`src/rtl/odt_pkg.sv`:
```
package odt_pkg;

  typedef enum logic [1:0] {
    RES_US  = 2'd0,
    RES_MS  = 2'd1,
    RES_S   = 2'd2,
    RES_NOP = 2'd3
  } res_e;

  localparam int unsigned NUM_STAGES = 3;

  // Divisor of prescaler stage idx: clock->us, us->ms, ms->s.
  function automatic int unsigned stage_div(input int unsigned idx,
                                            input int unsigned clk_hz,
                                            input int unsigned us_per_ms,
                                            input int unsigned ms_per_s);
    int unsigned d;
    case (idx)
      0:       d = clk_hz / 1_000_000;
      1:       d = us_per_ms;
      default: d = ms_per_s;
    endcase
    if (d == 0) d = 1;
    return d;
  endfunction

  // Register selects that load a count.
  function automatic logic is_load_reg(input logic [1:0] rs);
    return rs != RES_NOP;
  endfunction

endpackage

```
`src/rtl/odt_divstage.sv`:
```
module odt_divstage #(
  parameter int unsigned DIV = 50
) (
  input  logic clk,
  input  logic rst_n,
  input  logic restart,
  input  logic tick_in,
  output logic tick_out
);
  localparam int unsigned CW = (DIV > 1) ? $clog2(DIV) : 1;
  localparam logic [CW-1:0] LAST = CW'(DIV - 1);

  logic [CW-1:0] cnt_q;

  assign tick_out = tick_in && (cnt_q == LAST);

  always_ff @(posedge clk) begin
    if (!rst_n || restart) begin
      cnt_q <= '0;
    end else if (tick_in) begin
      cnt_q <= (cnt_q == LAST) ? '0 : cnt_q + 1'b1;
    end
  end
endmodule

```
`src/rtl/odt_countdown.sv`:
```
module odt_countdown
  import odt_pkg::*;
#(
  parameter int unsigned DW = 8
) (
  input  logic                  clk,
  input  logic                  rst_n,
  input  logic                  load,
  input  logic [DW-1:0]         load_val,
  input  res_e                  load_res,
  input  logic [NUM_STAGES-1:0] ticks,
  output logic [DW-1:0]         count,
  output logic                  busy,
  output logic                  dec_evt
);
  logic [DW-1:0] count_q;
  res_e          res_q;
  logic          unit_tick;

  always_comb begin
    case (res_q)
      RES_US:  unit_tick = ticks[0];
      RES_MS:  unit_tick = ticks[1];
      default: unit_tick = ticks[2];
    endcase
  end

  assign busy    = (count_q != '0);
  assign dec_evt = busy && unit_tick && !load;
  assign count   = count_q;

  always_ff @(posedge clk) begin
    if (!rst_n) begin
      count_q <= '0;
      res_q   <= RES_US;
    end else if (load) begin
      count_q <= load_val;
      res_q   <= load_res;
    end else if (dec_evt) begin
      count_q <= count_q - 1'b1;
    end
  end
endmodule

```
`src/rtl/oneshot_delay_timer.sv`:
```
module oneshot_delay_timer
  import odt_pkg::*;
#(
  parameter int unsigned CLK_HZ    = 50_000_000,
  parameter int unsigned US_PER_MS = 1000,
  parameter int unsigned MS_PER_S  = 1000,
  parameter int unsigned DW        = 8
) (
  input  logic          clk,
  input  logic          rst_n,
  input  logic          sel,
  input  logic          wr_en,
  input  logic [1:0]    reg_sel,
  input  logic [DW-1:0] wdata,
  output logic [DW-1:0] rdata
);
  logic                  load_evt;
  logic [NUM_STAGES-1:0] ticks;
  logic                  busy;
  logic                  dec_evt;
  logic [DW-1:0]         count_q;
  logic                  us_tick;
  logic                  ms_tick;
  logic                  s_tick;

  assign load_evt = sel && wr_en && is_load_reg(reg_sel);

  for (genvar gi = 0; gi < NUM_STAGES; gi++) begin : g_stage
    logic tick_in;
    logic tick_out;
    if (gi == 0) begin : g_first
      assign tick_in = 1'b1;
    end else begin : g_next
      assign tick_in = g_stage[gi-1].tick_out;
    end
    odt_divstage #(
      .DIV(stage_div(gi, CLK_HZ, US_PER_MS, MS_PER_S))
    ) u_div (
      .clk     (clk),
      .rst_n   (rst_n),
      .restart (load_evt),
      .tick_in (tick_in),
      .tick_out(tick_out)
    );
    assign ticks[gi] = tick_out;
  end

  assign us_tick = ticks[0];
  assign ms_tick = ticks[1];
  assign s_tick  = ticks[2];

  odt_countdown #(.DW(DW)) u_cd (
    .clk     (clk),
    .rst_n   (rst_n),
    .load    (load_evt),
    .load_val(wdata),
    .load_res(res_e'(reg_sel)),
    .ticks   (ticks),
    .count   (count_q),
    .busy    (busy),
    .dec_evt (dec_evt)
  );

  assign rdata = {{(DW-1){1'b0}}, busy};
endmodule

```
`config.mk`:
```
export PLATFORM = sky130hd
export DESIGN_NAME = oneshot_delay_timer
export DESIGN_NICKNAME = d
export VERILOG_FILES = /design/src/rtl/odt_pkg.sv /design/src/rtl/odt_divstage.sv /design/src/rtl/odt_countdown.sv /design/src/rtl/oneshot_delay_timer.sv
export SDC_FILE = /design/constraint.sdc
export NUM_CORES = 1
export LEC_CHECK = 0
export ABC_CLOCK_PERIOD_IN_PS = 2300
export CAP_MARGIN = 10
export CORE_ASPECT_RATIO = 1.25
export CORE_MARGIN = 1.5
export CORE_UTILIZATION = 56
export DETAILED_ROUTE_END_ITERATION = 10
export DONT_BUFFER_PORTS = 1
export MAX_ROUTING_LAYER = met4
export PLACE_DENSITY = 0.79
export SETUP_SLACK_MARGIN = 0.5
export SLEW_MARGIN = 0
export SYNTH_ARGS = -nofsm -noshare
export SYNTH_HDL_FRONTEND = slang
export SYNTH_SLANG_ARGS = --single-unit
```
`constraint.sdc`:
```
create_clock -name clk -period 2.3 [get_ports clk]
set_input_delay 0.46 -clock clk [delete_from_list [all_inputs] [get_ports clk]]
set_output_delay 0.46 -clock clk [all_outputs]
set_load 0.02 [all_outputs]
```
## After elaboration in Yosys (flattened, before gate mapping)

Index checks and enable logic that the tools add are counted.

| storage, ports and cells | value |
|---|---|
| bits in registers | 36 |
| latch bits | 0 |
| RAM bits | 0 |
| ROM bits | 0 |
| input port bits | 14 |
| output and inout bits | 8 |
| logic and storage cells | 32 |
| memories kept | 0 |

| cells by class | value |
|---|---|
| $add $sub $neg | 4 |
| multiply operators | 0 |
| divide/modulo/power cells | 0 |
| order comparisons | 0 |
| equal/unequal tests | 5 |
| shift operators | 0 |
| mux-type cells | 5 |
| bitwise gates (word level) | 0 |
| reductions and logical operators | 13 |

Operators by type and width:

| cell | number |
|---|---|
| 10-bit by 1-bit adder with 10-bit output (second input constant) | 2 |
| 10-bit == test (second input constant) | 2 |
| 10-bit 2-to-1 mux | 2 |
| 8-bit 2-to-1 mux | 2 |
| 8-bit nonzero test | 1 |
| 8-bit by 1-bit subtractor with 8-bit output (second input constant) | 1 |
| 6-bit by 1-bit adder with 6-bit output (second input constant) | 1 |
| 6-bit == test (second input constant) | 1 |
| 1-bit logical AND | 6 |
| 2-bit by 1-bit == test with 1-bit output (second input constant) | 1 |
| 1-bit logical NOT | 2 |
| 2-bit logical NOT | 1 |
| 2-bit inequality test (second input constant) | 1 |
| 1-bit case mux with 2 select lines | 1 |
| 2-bit nonzero test | 1 |
| 2-bit OR reduction | 1 |
| 1-bit logical OR | 1 |

## Longest topological paths before layout

| logic depth | value |
|---|---|
| depth after elaboration | 8 |
| gate-level depth with buffers | 8 |
| gate-level depth less buffers | 7 |

## Hierarchy

Synthesis repeated with hierarchy kept, for this count alone.

| unflattened totals | value |
|---|---|
| cell total of the unflattened synthesis | 225 |
| area, all modules | 2057.0 µm² |

Modules (own cells, without submodules):

| module | times used | cells each | area an instance (µm²) | sequential area each (µm²) |
|---|---|---|---|---|
| odt_divstage (g_stage[1].u_div ...) | 2 | 53 | 529.3 | 200.2 |
| odt_countdown | 1 | 75 | 618.1 | 200.2 |
| odt_divstage (g_stage[0].u_div) | 1 | 32 | 300.3 | 120.1 |
| oneshot_delay_timer | 1 | 12 | 80.1 | 0.0 |

## Least setup slack after synthesis

OpenSTA, ideal clock, no wires.

| timing path | value |
|---|---|
| kind | register -> register |
| start | reg g_stage[1].u_div.cnt_q[3] |
| end | reg u_cd.count_q[3] (netlist: u_cd.count[3]) |
| data arrival time | 2.091 ns |
| slack | 0.083 ns |
| cell stages (with the launch flop) | 7 |
| buffers on the path | 1 |
| period minus slack after synthesis | 2.217 ns |
| cell sequence | dfxtp_1 or4b_4 or4_1 buf_2 or3_4 a211oi_1 nor3_1 |

| on the way | value |
|---|---|
| longest elaborated chain between the ends | 7 |

RTL lines:

| element | line | RTL |
|---|---|---|
| start: declaration | odt_divstage.sv:13 | `logic [CW-1:0] cnt_q;` |
| start signal: assignment | odt_divstage.sv:21 | `cnt_q <= (cnt_q == LAST) ? '0 : cnt_q + 1'b1;` |
| 10-bit == test * | odt_divstage.sv:15 | `assign tick_out = tick_in && (cnt_q == LAST);` |
| 1-bit logical AND * | odt_divstage.sv:15 |  |
| 1-bit logical AND | odt_divstage.sv:15 |  |
| 1-bit case mux with 2 select lines * | odt_countdown.sv:21 | `case (res_q)` |
| 1-bit logical AND * (2 in a row) | odt_countdown.sv:29 | `assign dec_evt = busy && unit_tick && !load;` |
| 2-bit nonzero test (no source line) * | -- |  |
| end signal: assignment | odt_countdown.sv:37 | `count_q <= load_val;` |
| end signal: assignment | odt_countdown.sv:40 | `count_q <= count_q - 1'b1;` |
| end: declaration | odt_countdown.sv:16 | `logic [DW-1:0] count_q;` |

Every way passes the cells marked *; elsewhere a longest branch is shown, timed or not.
A chain may end at the register's enable or synchronous reset.

## Worst setup path after layout

| timing path | value |
|---|---|
| start | reg g_stage[1].u_div.cnt_q[4] |
| end | reg u_cd.count_q[5] (netlist: u_cd.count[5]) |

Same word-level chain as after synthesis.

==> summary.txt <==
Clocking
  • CTS max path bufs: 2
  • H-tree depth: 2
  • TritonCTS clock tree: yes
  • Clk root buf: clkbuf_8
  • CTS Sinks: 36
  • Cts hold-fix bufs: 0
  • CTS clock-pin slew for the worst setup and hold paths: 0.06 ns
  • CTS buffer count: 5
  • Clock insertion delay at the later pin of the skew report: ~0.29 ns

Status
  • Status: finished, final reports clean

Route
  • Routed wire length: 4600 um
  • Via count: between 1,500 and 2,000
  • DRC viols: 0
  • Post-route ant nets: 0
  • Detailed Route Iter0 Violations: 113
  • Detailed-route wire length per cell: around 15 um
  • Via density: 5.98
  • 1st-pass router iterations: 4

Setup path
  • Worst R2R Path Depth: 5
  • Worst path cell trace: or4b_4 -> or4_4 -> or3_4 -> a211oi_2 -> nor3_1
  • Critical path type: flip-flop to flip-flop
  • Critical Path Max Stage Delay: between 0.5 and 0.6 ns
  • Slowest cell on crit path: or4b_4
  • Worst-path maximum fanout: 7
  • CP Launch Type: flip-flop
  • Worst Path Arrival: approximately 2.4 ns
  • CP Data Required Time: approximately 2.5 ns
  • Critical path endpoint category: flip-flop

Floorplan
  • Initial Util: between 50% and 60%
  • Num ports: 22
  • Die Width: about 56 um
  • Row cnt: 23
  • Die area: between 3000 and 4000 sq um
  • Total core area: approximately 3300 sq um
  • Die Ht: slightly below 70 um

Placement
  • I/O Buffers: 0
  • Setup WS pre-CTS: approximately 0.11 ns
  • Final GP Congestion: roughly 0.9
  • Dpl hpwl: 3040 um

Pwr
  • Power per Cell Area: around 530 nW/um^2
  • Tot Pwr: ~1.2 mW
  • Pleak: ~0.84 nW
  • VDD IR max: 0.000508 V

Timing
  • Final slew viol count: 0
  • Final Hold Violating Endpoints: 0
  • Worst Skew: 0.00581 ns
  • Highest Clock Rate: between 400 and 500 MHz
  • Sum of negative setup slack: 0 ns
  • Final worst-path setup slack: 0.111 ns
  • Ratio of final minimum period to clock period: a little over nine tenths
  • RSZ-0062 raised after global routing: true
  • Final Setup Violations: 0
  • Min Tclk post-route: 2.19 ns

Synthesis
  • Ys Warns: 0
  • Syn Inst Count: 240
  • Ys async rst share: 0%
  • Syn_area_per_cell: just over 8 sq um
  • Sequential-to-total area share from yosys stat: between 30% and 40%
  • Primary FF master, synth: dfxtp_1
  • Post-Synthesis Cell Area: 1970 sq um
  • Post-synth EDFFs: 0
  • Netlist cell types: 44
  • Yosys reg bits: 36

Cells and area
  • Commonest cells after routing, fill and taps aside: 29 x dfxtp_1, 24 x buf_4, 22 x nor2_1, 18 x nand2_1, 13 x nand3_1
  • Final antenna diode count: 0
  • Final #Nets: approximately 280
  • Layout cell share with drive strength beyond 1: 25.9%
  • Most common cell after layout, fill and taps aside: dfxtp_1
  • Area Growth Syn to Fin: 19.5%
  • Util after Layout: between 70% and 80%

Global route
  • Vias in the first global route: between 1,500 and 2,000
  • Initial antenna violation count: 0
  • Grt ovf: 0
  • First-pass GRT wire length: 7370 um
  • Total track usage: 24.4%
  • Largest net degree at the start of global routing: 23

Job
  • MaxCap Viol Count: 0

Worst hold path
  • Worst hold stages: 2
  • Hold Crit Class: input pin to flip-flop
==> metrics by stage <==
step / cell area, sq um / cells / hold WS [ns]
2_1_floorplan: 2050 / 246 / 0.430
3_3_place_gp: 2100 / 281 / 0.444
3_5_place_dp: 2100 / 281 / 0.451
4_1_cts: 2270 / 296 / 0.307
5_1_grt: 2350 / 300 / 0.311
6_report: 2350 / 300 / 0.312
==> worst max-delay path, delay by kind of cell (launching register included) <==
family / cells / cell delay, ns
AND/OR/NAND/NOR: 4 / 1.50
AO/OA/AOI/OAI: 1 / 0.25
flip-flops: 1 / 0.32
==> cells in the mapped netlist (2+ instances only) <==
cell type  count  area [sq um]
o2111ai_1      2          17.5
a211oi_1       3          22.5
or3_1         10          62.6
nor2_1        24          90.1
buf_4          8          60.1
a21oi_1        9          45.0
a21boi_0       3          22.5
nand3_1       14          70.1
inv_1         10          37.5
buf_1          2          7.51
o31ai_1        3          22.5
nand2_1       18          67.6
nor3_1        15          75.1
xor2_1         6          52.6
and3_1         6          37.5
ha_1           6          75.1
dfxtp_1       36           721
xnor2_1       10          87.6
nand4_1        9          56.3
o21ai_0        9          45.0
or4_1          4          30.0
clkbuf_1       5          18.8
nor4_1         5          31.3
and2_1         2          12.5
o221ai_1       2          17.5
==> registers in the layout, indices dropped and copies added (netlist names) <==
register / flops
g_stage.u_div.cnt_q: 26
u_cd.count: 8
u_cd.res_q: 2
==> path summary, 6_finish.rpt <==
path | end | slack [ns] | from
worst max-delay path | u_cd.count[5] | 0.11 | g_stage[1].u_div.cnt_q[4]
worst min-delay path | u_cd.res_q[0] | 0.31 | reg_sel[0]
worst max register to register | u_cd.count[5] | 0.11 | g_stage[1].u_div.cnt_q[4]
worst min register to register | g_stage[0].u_div.cnt_q[0] | 0.43 | g_stage[0].u_div.cnt_q[0]
==> report_power, final <==
group          switching (mW)  total, mW  internal [mW]
Combinational           0.103      0.173         0.0702
Sequential             0.0130      0.651          0.638
Clock                   0.218      0.424          0.206
==> timing repair <==
action / 4_1_cts / 5_1_grt
setup buffers: 8 / 4
gates resized for setup: 12 / 14
endpoints found under the setup margin: 26 / 23
pin swaps: 10 / 8
==> cell families after synthesis <==
group / share of synthesized area [%]
xor gates and xnor gates: 7.12
DFF: 36.6
and+or+nand+nor: 33.3
buffers and inverters: 6.55
other: 0.191
adders and majority gates: 3.81
AOI/OAI and AO/OA: 12.4
==> routing by layer <==
| layer | wire, um | track usage [%] | part of all wire (%) | vias to the layer above |
|---|---|---|---|---|
| met5 | 0 | - | 0 | - |
| met1 | 1910 | 28.1 | 41 | 851 |
| met4 | 139 | 12.2 | 3.0 | 0 |
| met2 | 2360 | 39.0 | 51 | 37 |
| li1 | - | - | - | 893 |
| met3 | 191 | 6.53 | 4.2 | 14 |
==> layout make-up <==
cell class,instances,area (sq um)
Multi-Input combinational cell,184,1260
Fill cell,260,930
Sequential cell,36,729
Timing Repair Buffer,26,203
Clock buffer,6,72.6
Tap cell,37,46.3
Inverter,10,37.5
Clock inverter,1,5.00
Note: power is estimated with default switching activity, not from simulation.
